### src/rtl/curs_pkg.sv
package curs_pkg;

  localparam int unsigned CUR_AW = 16;
  localparam int unsigned PIX_DW = 32;
  localparam logic [CUR_AW-1:0] BLOCK_SKIP = 16'h0F00;
  localparam logic [CUR_AW-1:0] BANK_MASK  = 16'h30FF;

  typedef enum logic [2:0] {
    S_IDLE,
    S_CALC,
    S_TRAN,
    S_LOAD,
    S_FIN
  } cur_st_e;

  // exchange the first and third bytes of a pixel
  function automatic logic [PIX_DW-1:0] swap_rb(input logic [PIX_DW-1:0] p);
    return {p[31:24], p[7:0], p[15:8], p[23:16]};
  endfunction

  // one step of the split cursor SRAM address walk
  function automatic logic [CUR_AW-1:0] step_addr(input logic [CUR_AW-1:0] a,
                                                  input logic [CUR_AW-1:0] bank2);
    logic [CUR_AW-1:0] n;
    n = a + 1'b1;
    if (n[7:0] == 8'h00) n = n + BLOCK_SKIP;
    if ((n & BANK_MASK) == '0) n = bank2;
    return n;
  endfunction

endpackage

### src/rtl/cursor_axis_clip.sv
module cursor_axis_clip #(
  parameter int COORD_W = 16,
  parameter int SZ_W    = 7
) (
  input  logic signed [COORD_W-1:0] pos,
  input  logic        [SZ_W-1:0]    size,
  input  logic        [COORD_W-1:0] act,
  output logic        [COORD_W-1:0] scr,
  output logic        [SZ_W-1:0]    off,
  output logic        [SZ_W-1:0]    vis
);
  localparam int XW = COORD_W + 2;

  logic signed [XW-1:0] pos_x, act_x, size_x, end_x, neg_x, room;

  always_comb begin
    pos_x  = XW'(pos);
    act_x  = $signed({2'b00, act});
    size_x = $signed({{(XW-SZ_W){1'b0}}, size});
    end_x  = pos_x + size_x;
    neg_x  = -pos_x;
    room   = act_x - pos_x;
    scr    = COORD_W'(pos_x);
    off    = '0;
    vis    = size;
    if (pos_x < 0) begin
      scr = '0;
      if (neg_x >= size_x) begin
        vis = '0;
      end else begin
        off = SZ_W'(neg_x);
        vis = size - SZ_W'(neg_x);
      end
    end else if (end_x > act_x) begin
      vis = (room > 0) ? SZ_W'(room) : '0;
    end
  end

endmodule

### src/rtl/cursor_geom.sv
module cursor_geom #(
  parameter int COORD_W = 16,
  parameter int SZ_W    = 7,
  parameter int SRC_AW  = 13
) (
  input  logic                      clk,
  input  logic                      rst,
  input  logic                      load,
  input  logic        [SZ_W-1:0]    w,
  input  logic        [SZ_W-1:0]    h,
  input  logic signed [COORD_W-1:0] x,
  input  logic signed [COORD_W-1:0] y,
  input  logic        [COORD_W-1:0] hact,
  input  logic        [COORD_W-1:0] vact,
  input  logic                      ilace,
  output logic        [COORD_W-1:0] scr_x,
  output logic        [COORD_W-1:0] scr_y,
  output logic        [SZ_W-1:0]    vis_w,
  output logic        [SZ_W-1:0]    vis_h,
  output logic        [SRC_AW-1:0]  src_start,
  output logic        [SZ_W:0]      stride
);
  localparam int AXES = 2;

  logic signed [COORD_W-1:0] pos_a  [AXES];
  logic        [SZ_W-1:0]    size_a [AXES];
  logic        [COORD_W-1:0] act_a  [AXES];
  logic        [COORD_W-1:0] scr_a  [AXES];
  logic        [SZ_W-1:0]    off_a  [AXES];
  logic        [SZ_W-1:0]    vis_a  [AXES];

  assign pos_a[0]  = x;
  assign pos_a[1]  = y;
  assign size_a[0] = w;
  assign size_a[1] = h;
  assign act_a[0]  = hact;
  assign act_a[1]  = vact;

  generate
    for (genvar ax = 0; ax < AXES; ax++) begin : g_axis
      cursor_axis_clip #(.COORD_W(COORD_W), .SZ_W(SZ_W)) u_clip (
        .pos (pos_a[ax]),
        .size(size_a[ax]),
        .act (act_a[ax]),
        .scr (scr_a[ax]),
        .off (off_a[ax]),
        .vis (vis_a[ax])
      );
    end
  endgenerate

  logic [SZ_W:0]     stride_n;
  logic [SRC_AW-1:0] start_n;

  always_comb begin
    stride_n = ilace ? {w, 1'b0} : {1'b0, w};
    start_n  = SRC_AW'(off_a[1]) * SRC_AW'(stride_n) + SRC_AW'(off_a[0]);
  end

  always_ff @(posedge clk) begin
    if (rst) begin
      scr_x     <= '0;
      scr_y     <= '0;
      vis_w     <= '0;
      vis_h     <= '0;
      src_start <= '0;
      stride    <= '0;
    end else if (load) begin
      scr_x     <= scr_a[0];
      vis_w     <= vis_a[0];
      scr_y     <= ilace ? (scr_a[1] >> 1) : scr_a[1];
      vis_h     <= ilace ? (vis_a[1] >> 1) : vis_a[1];
      src_start <= start_n;
      stride    <= stride_n;
    end
  end

endmodule

### src/rtl/cursor_src_walker.sv
module cursor_src_walker #(
  parameter int SZ_W   = 7,
  parameter int SRC_AW = 13
) (
  input  logic              clk,
  input  logic              rst,
  input  logic              go,
  input  logic [SRC_AW-1:0] base,
  input  logic [SZ_W:0]     stride,
  input  logic [SZ_W-1:0]   vis_w,
  input  logic [SZ_W-1:0]   vis_h,
  output logic              src_rd_en,
  output logic [SRC_AW-1:0] src_addr
);
  logic              active;
  logic [SZ_W-1:0]   row, col;
  logic [SRC_AW-1:0] row_base;
  logic              row_end, last_row;

  assign row_end  = (col == SZ_W'(vis_w - 1'b1));
  assign last_row = (row == SZ_W'(vis_h - 1'b1));

  always_ff @(posedge clk) begin
    if (rst) begin
      active    <= 1'b0;
      row       <= '0;
      col       <= '0;
      row_base  <= '0;
      src_rd_en <= 1'b0;
      src_addr  <= '0;
    end else begin
      src_rd_en <= 1'b0;
      if (go) begin
        active   <= 1'b1;
        row      <= '0;
        col      <= '0;
        row_base <= base;
      end else if (active) begin
        src_rd_en <= 1'b1;
        src_addr  <= row_base + SRC_AW'(col);
        if (row_end) begin
          col      <= '0;
          row      <= row + 1'b1;
          row_base <= row_base + SRC_AW'(stride);
          if (last_row) active <= 1'b0;
        end else begin
          col <= col + 1'b1;
        end
      end
    end
  end

endmodule

### src/rtl/cursor_sram_seq.sv
module cursor_sram_seq
  import curs_pkg::*;
#(
  parameter logic [CUR_AW-1:0] BANK1 = 16'h0C00,
  parameter logic [CUR_AW-1:0] BANK2 = 16'h0D00
) (
  input  logic              clk,
  input  logic              rst,
  input  logic              restart,
  input  logic              step,
  output logic [CUR_AW-1:0] addr
);
  always_ff @(posedge clk) begin
    if (rst || restart) addr <= BANK1;
    else if (step)      addr <= step_addr(addr, BANK2);
  end
endmodule

### src/rtl/cursor_overlay_loader.sv
module cursor_overlay_loader
  import curs_pkg::*;
#(
  parameter int                MAX_DIM    = 64,
  parameter int                MAX_BOTH   = 32,
  parameter int                COORD_W    = 16,
  parameter logic [CUR_AW-1:0] BANK1_BASE = 16'h0C00,
  parameter logic [CUR_AW-1:0] BANK2_BASE = 16'h0D00,
  parameter logic [CUR_AW-1:0] TRAN_BASE  = 16'h0E00,
  parameter int                TRAN_WORDS = 256,
  parameter logic [PIX_DW-1:0] TRAN_FILL  = 32'h5555_5555,
  localparam int SZ_W   = $clog2(MAX_DIM + 1),
  localparam int SRC_AW = $clog2(2 * MAX_DIM * MAX_BOTH) + 1
) (
  input  logic                      clk,
  input  logic                      rst,
  input  logic                      start,
  input  logic                      reload,
  input  logic        [SZ_W-1:0]    cur_w,
  input  logic        [SZ_W-1:0]    cur_h,
  input  logic signed [COORD_W-1:0] cur_x,
  input  logic signed [COORD_W-1:0] cur_y,
  input  logic        [COORD_W-1:0] act_w,
  input  logic        [COORD_W-1:0] act_h,
  input  logic                      interlace,
  input  logic                      sram_sleep,
  input  logic                      frame_done,
  output logic                      src_rd_en,
  output logic        [SRC_AW-1:0]  src_addr,
  input  logic        [PIX_DW-1:0]  src_data,
  output logic                      sram_we,
  output logic        [CUR_AW-1:0]  sram_addr,
  output logic        [PIX_DW-1:0]  sram_wdata,
  output logic                      busy,
  output logic                      cur_en,
  output logic        [2*COORD_W-1:0] cur_pos,
  output logic        [2*COORD_W-1:0] cur_size
);
  localparam int PIX_W  = $clog2(MAX_DIM * MAX_DIM + 1);
  localparam int TRAN_IW = $clog2(TRAN_WORDS);

  cur_st_e st;

  logic [COORD_W-1:0] scr_x, scr_y;
  logic [SZ_W-1:0]    vis_w, vis_h;
  logic [SRC_AW-1:0]  src_start;
  logic [SZ_W:0]      stride;
  logic [CUR_AW-1:0]  seq_addr;

  logic               reload_q, tran_ok, pend, rd_q;
  logic [TRAN_IW-1:0] tran_idx;
  logic [PIX_W-1:0]   wr_cnt, total;
  logic [2*COORD_W-1:0] pend_pos, pend_sz, last_sz, new_sz;

  logic legal, accept, vis_zero, size_chg, need_load, tran_last, walk_go, seq_restart;

  always_comb begin
    legal     = (cur_w <= SZ_W'(MAX_DIM)) && (cur_h <= SZ_W'(MAX_DIM)) &&
                !((cur_w > SZ_W'(MAX_BOTH)) && (cur_h > SZ_W'(MAX_BOTH)));
    accept    = start && legal && (st == S_IDLE);
    vis_zero  = (vis_w == '0) || (vis_h == '0);
    new_sz    = {COORD_W'(vis_h), COORD_W'(vis_w)};
    size_chg  = (new_sz != last_sz);
    need_load = reload_q || size_chg || !tran_ok;
    total     = PIX_W'(vis_w) * PIX_W'(vis_h);
    tran_last = (tran_idx == TRAN_IW'(TRAN_WORDS - 1));
    walk_go   = ((st == S_CALC) && !vis_zero && tran_ok && need_load) ||
                ((st == S_TRAN) && tran_last);
    seq_restart = (st == S_CALC);
    busy      = (st != S_IDLE);
  end

  cursor_geom #(.COORD_W(COORD_W), .SZ_W(SZ_W), .SRC_AW(SRC_AW)) u_geom (
    .clk      (clk),
    .rst      (rst),
    .load     (accept),
    .w        (cur_w),
    .h        (cur_h),
    .x        (cur_x),
    .y        (cur_y),
    .hact     (act_w),
    .vact     (act_h),
    .ilace    (interlace),
    .scr_x    (scr_x),
    .scr_y    (scr_y),
    .vis_w    (vis_w),
    .vis_h    (vis_h),
    .src_start(src_start),
    .stride   (stride)
  );

  cursor_src_walker #(.SZ_W(SZ_W), .SRC_AW(SRC_AW)) u_walk (
    .clk      (clk),
    .rst      (rst),
    .go       (walk_go),
    .base     (src_start),
    .stride   (stride),
    .vis_w    (vis_w),
    .vis_h    (vis_h),
    .src_rd_en(src_rd_en),
    .src_addr (src_addr)
  );

  cursor_sram_seq #(.BANK1(BANK1_BASE), .BANK2(BANK2_BASE)) u_seq (
    .clk    (clk),
    .rst    (rst),
    .restart(seq_restart),
    .step   (rd_q),
    .addr   (seq_addr)
  );

  always_ff @(posedge clk) begin
    if (rst) begin
      st         <= S_IDLE;
      reload_q   <= 1'b0;
      tran_ok    <= 1'b0;
      tran_idx   <= '0;
      pend       <= 1'b0;
      pend_pos   <= '0;
      pend_sz    <= '0;
      last_sz    <= '0;
      wr_cnt     <= '0;
      rd_q       <= 1'b0;
      sram_we    <= 1'b0;
      sram_addr  <= '0;
      sram_wdata <= '0;
      cur_en     <= 1'b0;
      cur_pos    <= '0;
      cur_size   <= '0;
    end else begin
      sram_we <= 1'b0;
      rd_q    <= src_rd_en;

      if (frame_done && pend) begin
        cur_pos  <= pend_pos;
        cur_size <= pend_sz;
        cur_en   <= 1'b1;
        pend     <= 1'b0;
      end

      if (rd_q) begin
        sram_we    <= 1'b1;
        sram_addr  <= seq_addr;
        sram_wdata <= swap_rb(src_data);
        wr_cnt     <= wr_cnt + 1'b1;
      end

      case (st)
        S_IDLE: begin
          if (accept) begin
            reload_q <= reload;
            st       <= S_CALC;
          end
        end
        S_CALC: begin
          pend   <= 1'b0;
          wr_cnt <= '0;
          if (vis_zero) begin
            cur_en <= 1'b0;
            st     <= S_IDLE;
          end else begin
            if (size_chg) cur_en <= 1'b0;
            if (!tran_ok) begin
              tran_idx <= '0;
              st       <= S_TRAN;
            end else if (need_load) begin
              st <= S_LOAD;
            end else begin
              st <= S_FIN;
            end
          end
        end
        S_TRAN: begin
          sram_we    <= 1'b1;
          sram_addr  <= TRAN_BASE + CUR_AW'(tran_idx);
          sram_wdata <= TRAN_FILL;
          tran_idx   <= tran_idx + 1'b1;
          if (tran_last) begin
            tran_ok <= 1'b1;
            wr_cnt  <= '0;
            st      <= S_LOAD;
          end
        end
        S_LOAD: begin
          if (rd_q && (wr_cnt == total - 1'b1)) st <= S_FIN;
        end
        S_FIN: begin
          pend_pos <= {scr_y, scr_x};
          pend_sz  <= new_sz;
          last_sz  <= new_sz;
          pend     <= 1'b1;
          st       <= S_IDLE;
        end
        default: st <= S_IDLE;
      endcase

      if (sram_sleep) tran_ok <= 1'b0;
    end
  end

endmodule

### config.mk
export PLATFORM = sky130hd
export DESIGN_NAME = cursor_overlay_loader
export DESIGN_NICKNAME = d
export VERILOG_FILES = /design/src/rtl/curs_pkg.sv /design/src/rtl/cursor_axis_clip.sv /design/src/rtl/cursor_geom.sv /design/src/rtl/cursor_src_walker.sv /design/src/rtl/cursor_sram_seq.sv /design/src/rtl/cursor_overlay_loader.sv
export SDC_FILE = /design/constraint.sdc
export NUM_CORES = 1
export LEC_CHECK = 0
export ABC_AREA = 1
export BUFFER_PORTS_ARGS = -buffer_cell sky130_fd_sc_hd__clkbuf_2
export CAP_MARGIN = 5
export CELL_PAD_IN_SITES_DETAIL_PLACEMENT = 2
export CELL_PAD_IN_SITES_GLOBAL_PLACEMENT = 2
export CORE_AREA = 2 2 278 280
export DETAILED_ROUTE_END_ITERATION = 7
export DIE_AREA = 0 0 280 282
export PLACE_DENSITY = 0.86
export SLEW_MARGIN = 20
export SYNTH_ARGS = -nofsm -noshare
export SYNTH_HDL_FRONTEND = slang
export SYNTH_SLANG_ARGS = --single-unit
### constraint.sdc
create_clock -name clk -period 6.4 [get_ports clk]
set_input_delay 0.96 -clock clk [delete_from_list [all_inputs] [get_ports clk]]
set_output_delay 0.96 -clock clk [all_outputs]
set_load 0.02 [all_outputs]
Word level (Yosys, flattened, before mapping):

Index checks and enable logic that the tools add are counted.

* add/sub/neg operators: 21
* $mul: 2
* div/mod/pow operators: 0
* order comparisons: 12
* equal/unequal tests: 14
* shifts and indexed selects: 0
* muxes and demuxes: 55
* bitwise logic cells: 1
* reduce and logical (&&, ||, !) cells: 40

Operators with widths (number)
* 16-bit 2-to-1 mux: 9
* 7-bit 2-to-1 mux: 14
* 13-bit 2-to-1 mux: 5
* 31-bit 2-to-1 mux: 2
* 18-bit by 8-bit >= comparator with 1-bit output: 2
* 18-bit by 1-bit > comparator with 1-bit output (second input constant): 2
* 18-bit by 17-bit > comparator with 1-bit output: 2
* 16-bit negation with 18-bit output: 2
* 17-bit by 16-bit subtractor with 18-bit output: 2
* 16-bit by 8-bit adder with 17-bit output: 2
* 16-bit by 1-bit less-than comparator with 1-bit output (second input constant): 2
* 13-bit by 7-bit adder with 13-bit output: 2
* 13-bit case mux with 2 select lines: 1
* 8-bit 2-to-1 mux: 3
* 3-bit 2-to-1 mux: 6
* 16-bit by 1-bit adder with 16-bit output (second input constant): 1
* 16-bit by 12-bit adder with 16-bit output (second input constant): 1
* 16-bit logical NOT: 1
* 8-bit case mux with 2 select lines: 1
* 7-bit by 1-bit adder with 7-bit output (second input constant): 2
* 7-bit equality test: 2
* 7-bit by 6-bit > comparator with 1-bit output (second input constant): 2
* 7-bit <= comparator (second input constant): 2
* 7-bit logical NOT: 2
* 30 further kinds: 75

* bits in registers: 295
* bits in latches: 0
* RAM bits: 0
* bits in read-only memories: 0
* input bits: 117
* memories kept: 0

Logic depth before layout (Yosys ltp):

* word-level depth: 9
* mapped depth: 36
* mapped depth without buffers: 36

Cells and area by module:

Synthesis repeated with hierarchy kept, for this count alone.

* cell total of the unflattened synthesis: 3797
* area, all modules: 24546.0 µm²

Modules (own cells, without submodules)
* cursor_overlay_loader: instances 1, cells an instance 1199, area each 8795.9 µm², sequential area each 3403.3 µm²
* cursor_geom: instances 1, cells an instance 668, area each 4732.0 µm², sequential area each 1341.3 µm²
* cursor_axis_clip at u_geom.g_axis[0].u_clip: instances 1, cells an instance 611, area each 3348.2 µm², sequential area each 0.0 µm²
* cursor_axis_clip at u_geom.g_axis[1].u_clip: instances 1, cells an instance 585, area each 3219.3 µm², sequential area each 0.0 µm²
* cursor_src_walker: instances 1, cells an instance 520, area each 3193.1 µm², sequential area each 840.8 µm²
* cursor_sram_seq: instances 1, cells an instance 214, area each 1257.5 µm², sequential area each 320.3 µm²

Worst setup path before layout:

No wires, ideal clock.

* path kind: in2reg
* from: in cur_y[0]
* to: reg u_geom.src_start[11]
* arrival: 6312 ps
* data required time: 6272 ps
* slack: -41 ps
* cell stages on the path: 33
* path buffers: 0
* cell sequence: inv_1 > ha_1 > nand3_1 > nor2_1 > inv_1 > nand2_1 > inv_1 > ha_1 > nor3_1 > o21ai_0 > a21oi_1 > nand4_1 > nor2_1 > nand3_2 > nor2_1 > nand2_1 > fa_1 > fa_1 > inv_1 > fa_1 > inv_1 > fa_1 > inv_1 > ha_1 > nand2_1 > o21ai_0 > a21oi_1 > o21bai_1 > nand2_1 > nand2_1 > a21oi_1 > xor2_1 > a21oi_1

* longest elaborated chain between the ends: 6
* elaborated cells on any way between the ends: 7
* classes of those cells: 2 x add/sub; 1 x mul; 2 x order compare; 2 x mux

RTL lines
* from (decl): RTL line cursor_overlay_loader.sv:22 `input logic signed [COORD_W-1:0] cur_y,`
* 16-bit negation with 18-bit output: RTL line cursor_axis_clip.sv:21 `neg_x = -pos_x;`
* 18-bit by 8-bit >= comparator with 1-bit output: RTL line cursor_axis_clip.sv:28 `if (neg_x >= size_x) begin`
* 7-bit 2-to-1 mux: RTL line cursor_axis_clip.sv:28
* 7-bit 2-to-1 mux *: RTL line cursor_axis_clip.sv:26 `if (pos_x < 0) begin`
* 7-bit by 8-bit multiplier with 13-bit output *: RTL line cursor_geom.sv:57 `start_n = SRC_AW'(off_a[1]) * SRC_AW'(stride_n) + SRC_AW'(off_a[0]);`
* 13-bit by 7-bit adder with 13-bit output *: RTL line cursor_geom.sv:57
* to (signal assigned): RTL line cursor_geom.sv:73 `src_start <= start_n;`
* to (decl): RTL line cursor_geom.sv:20 `output logic [SRC_AW-1:0] src_start,`

Mark *: on every way between the ends. The rest lies on a longest branch, timed or not.
A chain may end at the register's enable or synchronous reset.

Final worst setup path:

* from: in cur_y[3]
* to: reg u_geom.src_start[11]

Same word-level chain as after synthesis.

==> impl_metrics.tcl <==
set metrics [dict create \
    root_buffer "sky130_fd_sc_hd__clkbuf_16" \
    syn-instance-count 3316 \
    clock_tree_from_tritoncts "done" \
    intPower_uw 3560 \
    crit_required_ns 6.81 \
    place.port_buffers 225 \
    timing.final.max_slew_violations 0 \
    synth.top_cell.area_share_pct 25.6 \
    grt_start_max_net_pins 96 \
    cp_dominant_cell_by_count "sky130_fd_sc_hd__inv_2" \
    synth_edf_count 0 \
    routed-via-count 23900 \
    postPlaceCellArea_sq_mm 0.0256 \
    finalWeightedCongestion 0.863 \
    final-instance-count-excl-fill 4629 \
    count_of_endpoints_failing_setup_in_the_final_report 7 \
    finalHoldViolations 0 \
    detailedRoute.firstPassIterationCount 5 \
    clk_path_buf_depth 3 \
    drtIter0Drc 1218 \
    cp-start-kind "primary input" \
    netSwitchingPower_uw 1690 \
    max-cap-violations 0 \
    ys_dominant_reg_cell "sky130_fd_sc_hd__dfxtp_1" \
    critical_path_arrival_ns 7.11 \
    drc 0 \
    total_leakage_power_uw 0.0129 \
    fmax_mhz 149 \
    clk_pin_slew_ns 0.07 \
    synth_warnings 0 \
    post-route-cell-area_sq_mm 0.0274 \
    fin_nets 4007 \
    std_cell_rows 101 \
    most-common-layout-cells "sky130_fd_sc_hd__nand2_1, sky130_fd_sc_hd__inv_1, sky130_fd_sc_hd__nor2_1" \
    dp_hpwl_mm 73.0 \
    number_of_global_route_vias_before_repair 26300 \
    number_of_buffers_created_by_cts 34 \
    timing.clock.skew_ns 0.0382 \
    postRouteWirelength_mm 102 \
    timing.critical_path.to_type "flop" \
    placeableCoreArea_sq_mm 0.0757 \
    drtAntennaViolNets 0 \
    power.share.sequential_pct 36.0 \
    syn_area_sq_mm 0.0226 \
    critical_path.max_stage_delay_ns 0.58 \
    synth.largest_area_cell "sky130_fd_sc_hd__dfxtp_1" \
    ys_top_cells_by_area "sky130_fd_sc_hd__dfxtp_1, sky130_fd_sc_hd__nand2_1, sky130_fd_sc_hd__ha_1, sky130_fd_sc_hd__inv_1, sky130_fd_sc_hd__nor2_1" \
    yosys.cell_types.count 61 \
    layout-area-overhead-vs-synth_pct 21.0 \
    post_drt_wl_per_cell_um 22.0 \
    numClockSinks 289 \
    ios 246 \
    cts.htree.levels 2 \
    antenna_found_initial 1 \
    detail_route.vias_per_cell 5.17 \
    slew_headroom_pct 33.8 \
    min_path_type "flop to flop" \
    grt-ovfl-total 0 \
    period_share_pct 105 \
    die-height_um 282 \
    failed_checks "negative setup slack" \
    synth.yosys.seq_area_share_pct 25.6 \
    period_needed_ns 6.70 \
    die-width_um 280 \
    number_of_synthesized_register_bits 289 \
    grtUsageTotal_pct 23.8 \
    p_per_area_mw_per_mm2 192 \
    start_util_pct 29.9 \
    dieArea_sq_mm 0.0790 \
    antenna-diode-count 0 \
    cpMaxStageDelayCell "sky130_fd_sc_hd__fa_1" \
    max_ir_drop_vdd_mv 0.141 \
    fin_worst_setup_slack_ns -0.302 \
    result_of_the_run "finished with violations" \
    clockPowerShare_pct 41.4 \
    critical-path-top-delay-family "adder cells" \
    comb_power_share_pct 22.5 \
    path_buf_inv 10 \
    grt_first_pass_wirelength_mm 149 \
    asyncSetResetFlopFracSynth_pct 0 \
    post-place-cells 4550 \
    share_of_layout_cells_above_drive_strength_1_pct 16.5 \
    grt_setup_unrepaired "true" \
    crit_type "primary input to flop" \
    crit_path_max_fanout 7 \
    synth_area_per_inst_sq_um 6.82 \
    power_switching_share_pct 32.2 \
    timing_worst_slew_pin_value_ns 0.992 \
    mostFrequentLayoutCell "sky130_fd_sc_hd__nand2_1" \
    worst_skew_pair.late_latency_ns 0.55 \
]
[cell usage after synthesis, types with 3 or more instances]
cell	number
sky130_fd_sc_hd__o21ai_1	21
sky130_fd_sc_hd__or2_2	6
sky130_fd_sc_hd__nand3b_1	18
sky130_fd_sc_hd__inv_2	21
sky130_fd_sc_hd__o21a_1	3
sky130_fd_sc_hd__nor3_2	3
sky130_fd_sc_hd__dfxtp_1	289
sky130_fd_sc_hd__nand3_1	162
sky130_fd_sc_hd__a31oi_1	53
sky130_fd_sc_hd__nand4_1	44
sky130_fd_sc_hd__nor3_1	39
sky130_fd_sc_hd__a211oi_1	6
sky130_fd_sc_hd__nor2_4	12
sky130_fd_sc_hd__a21oi_1	243
sky130_fd_sc_hd__nor4_1	8
sky130_fd_sc_hd__buf_4	20
sky130_fd_sc_hd__nor2_2	6
sky130_fd_sc_hd__inv_1	440
sky130_fd_sc_hd__a22oi_1	3
sky130_fd_sc_hd__clkinv_1	8
sky130_fd_sc_hd__xor2_1	117
sky130_fd_sc_hd__ha_1	192
sky130_fd_sc_hd__a21o_1	7
sky130_fd_sc_hd__o21bai_1	11
sky130_fd_sc_hd__nand3_2	5
sky130_fd_sc_hd__fa_1	72
sky130_fd_sc_hd__buf_1	13
sky130_fd_sc_hd__nand2_2	4
sky130_fd_sc_hd__buf_2	19
sky130_fd_sc_hd__nand2_1	716
sky130_fd_sc_hd__and2_1	4
sky130_fd_sc_hd__or2_0	3
sky130_fd_sc_hd__clkbuf_1	83
sky130_fd_sc_hd__o211ai_1	7
sky130_fd_sc_hd__nor2_1	407
sky130_fd_sc_hd__nor3b_1	6
sky130_fd_sc_hd__xnor2_1	51
sky130_fd_sc_hd__o21ai_0	165
[power by group through the flow]
stage                     sequential [uW]  clock (uW)  combinational, uW
after global routing                 1900        2290               1290
after CTS                            1890        2230               1130
after global placement               1920           0               1040
final                                1890        2180               1180
after floorplan                      1950           0                642
after detailed placement             1930           0               1100
[registers in the layout (all words and copies together) (netlist names), 15 cells and up]
signal,count
u_geom.scr_y,15
pend_pos,30
u_seq.addr,16
u_geom.scr_x,15
sram_wdata,32
sram_addr,16
cur_pos,30
[metal layers]
layer | global-route usage, % | routed length [um] | vias up
met4 | 8.01 | 4880 | 2
met5 | 0 | 10 | -
li1 | - | - | 11200
met1 | 28.0 | 41200 | 12000
met3 | 1.75 | 3110 | 261
met2 | 45.2 | 52500 | 542
[tightest hold or removal path, cell delays in order (launching register included)]
cell,delay [ns]
sky130_fd_sc_hd__dfxtp_1,0.32
sky130_fd_sc_hd__inv_1,0.06
sky130_fd_sc_hd__nor2_1,0.04
[metrics by stage]
stage                     TNS [ns]  utilization (%)  setup WS [ns]  total power (uW)  hold WS (ns)
after floorplan                  0                -        0.00333              2590         0.430
after global placement       -1.25             33.8         -0.331              2970         0.403
after detailed placement     -5.77             33.8          -1.04              3030         0.423
after CTS                        0             35.6       0.000317              5250         0.426
after global routing         -2.81             36.2         -0.550              5480         0.430
final                        -1.18             36.2         -0.302              5250         0.437
[worst paths after layout]
path	start	end	slack, ns	depth (start not counted)
worst max register to register	u_geom.vis_w[4]	st[1]	0.97	21
worst min-delay path	u_walk.src_rd_en	rd_q	0.44	2
worst max-delay path	cur_y[3]	u_geom.src_start[11]	-0.30	36
worst min register to register	u_walk.src_rd_en	rd_q	0.44	2
[final cells by class]
class                   instances  area, sq um
fillers                      9002        48300
multi-input cells            2441        14900
inverters                     470         1780
well taps                     978         1220
flip-flops and latches        289         5790
clock inverters                14          251
repair buffers                390         2410
clock buffers                  47          991
[what timing repair did]
action	4_1_cts	5_1_grt
pin swaps	18	50
buffers inserted	4	14
hold buffers	0	0
resized for setup	38	87
endpoints found under the hold margin	0	0
setup endpoints to repair	6	7
[logic make-up after synthesis]
logic type                 count (synthesis)  synth area share [%]
AOI/OAI and AO/OA                        534                  12.8
and+or+nand+nor                         1453                  27.5
other                                      1                0.0166
xor gates and xnor gates                 170                  6.65
adders and majority gates                264                  17.0
buffers and inverters                    605                  10.5
DFF                                      289                  25.6
Power figures use the tool's default switching activity.
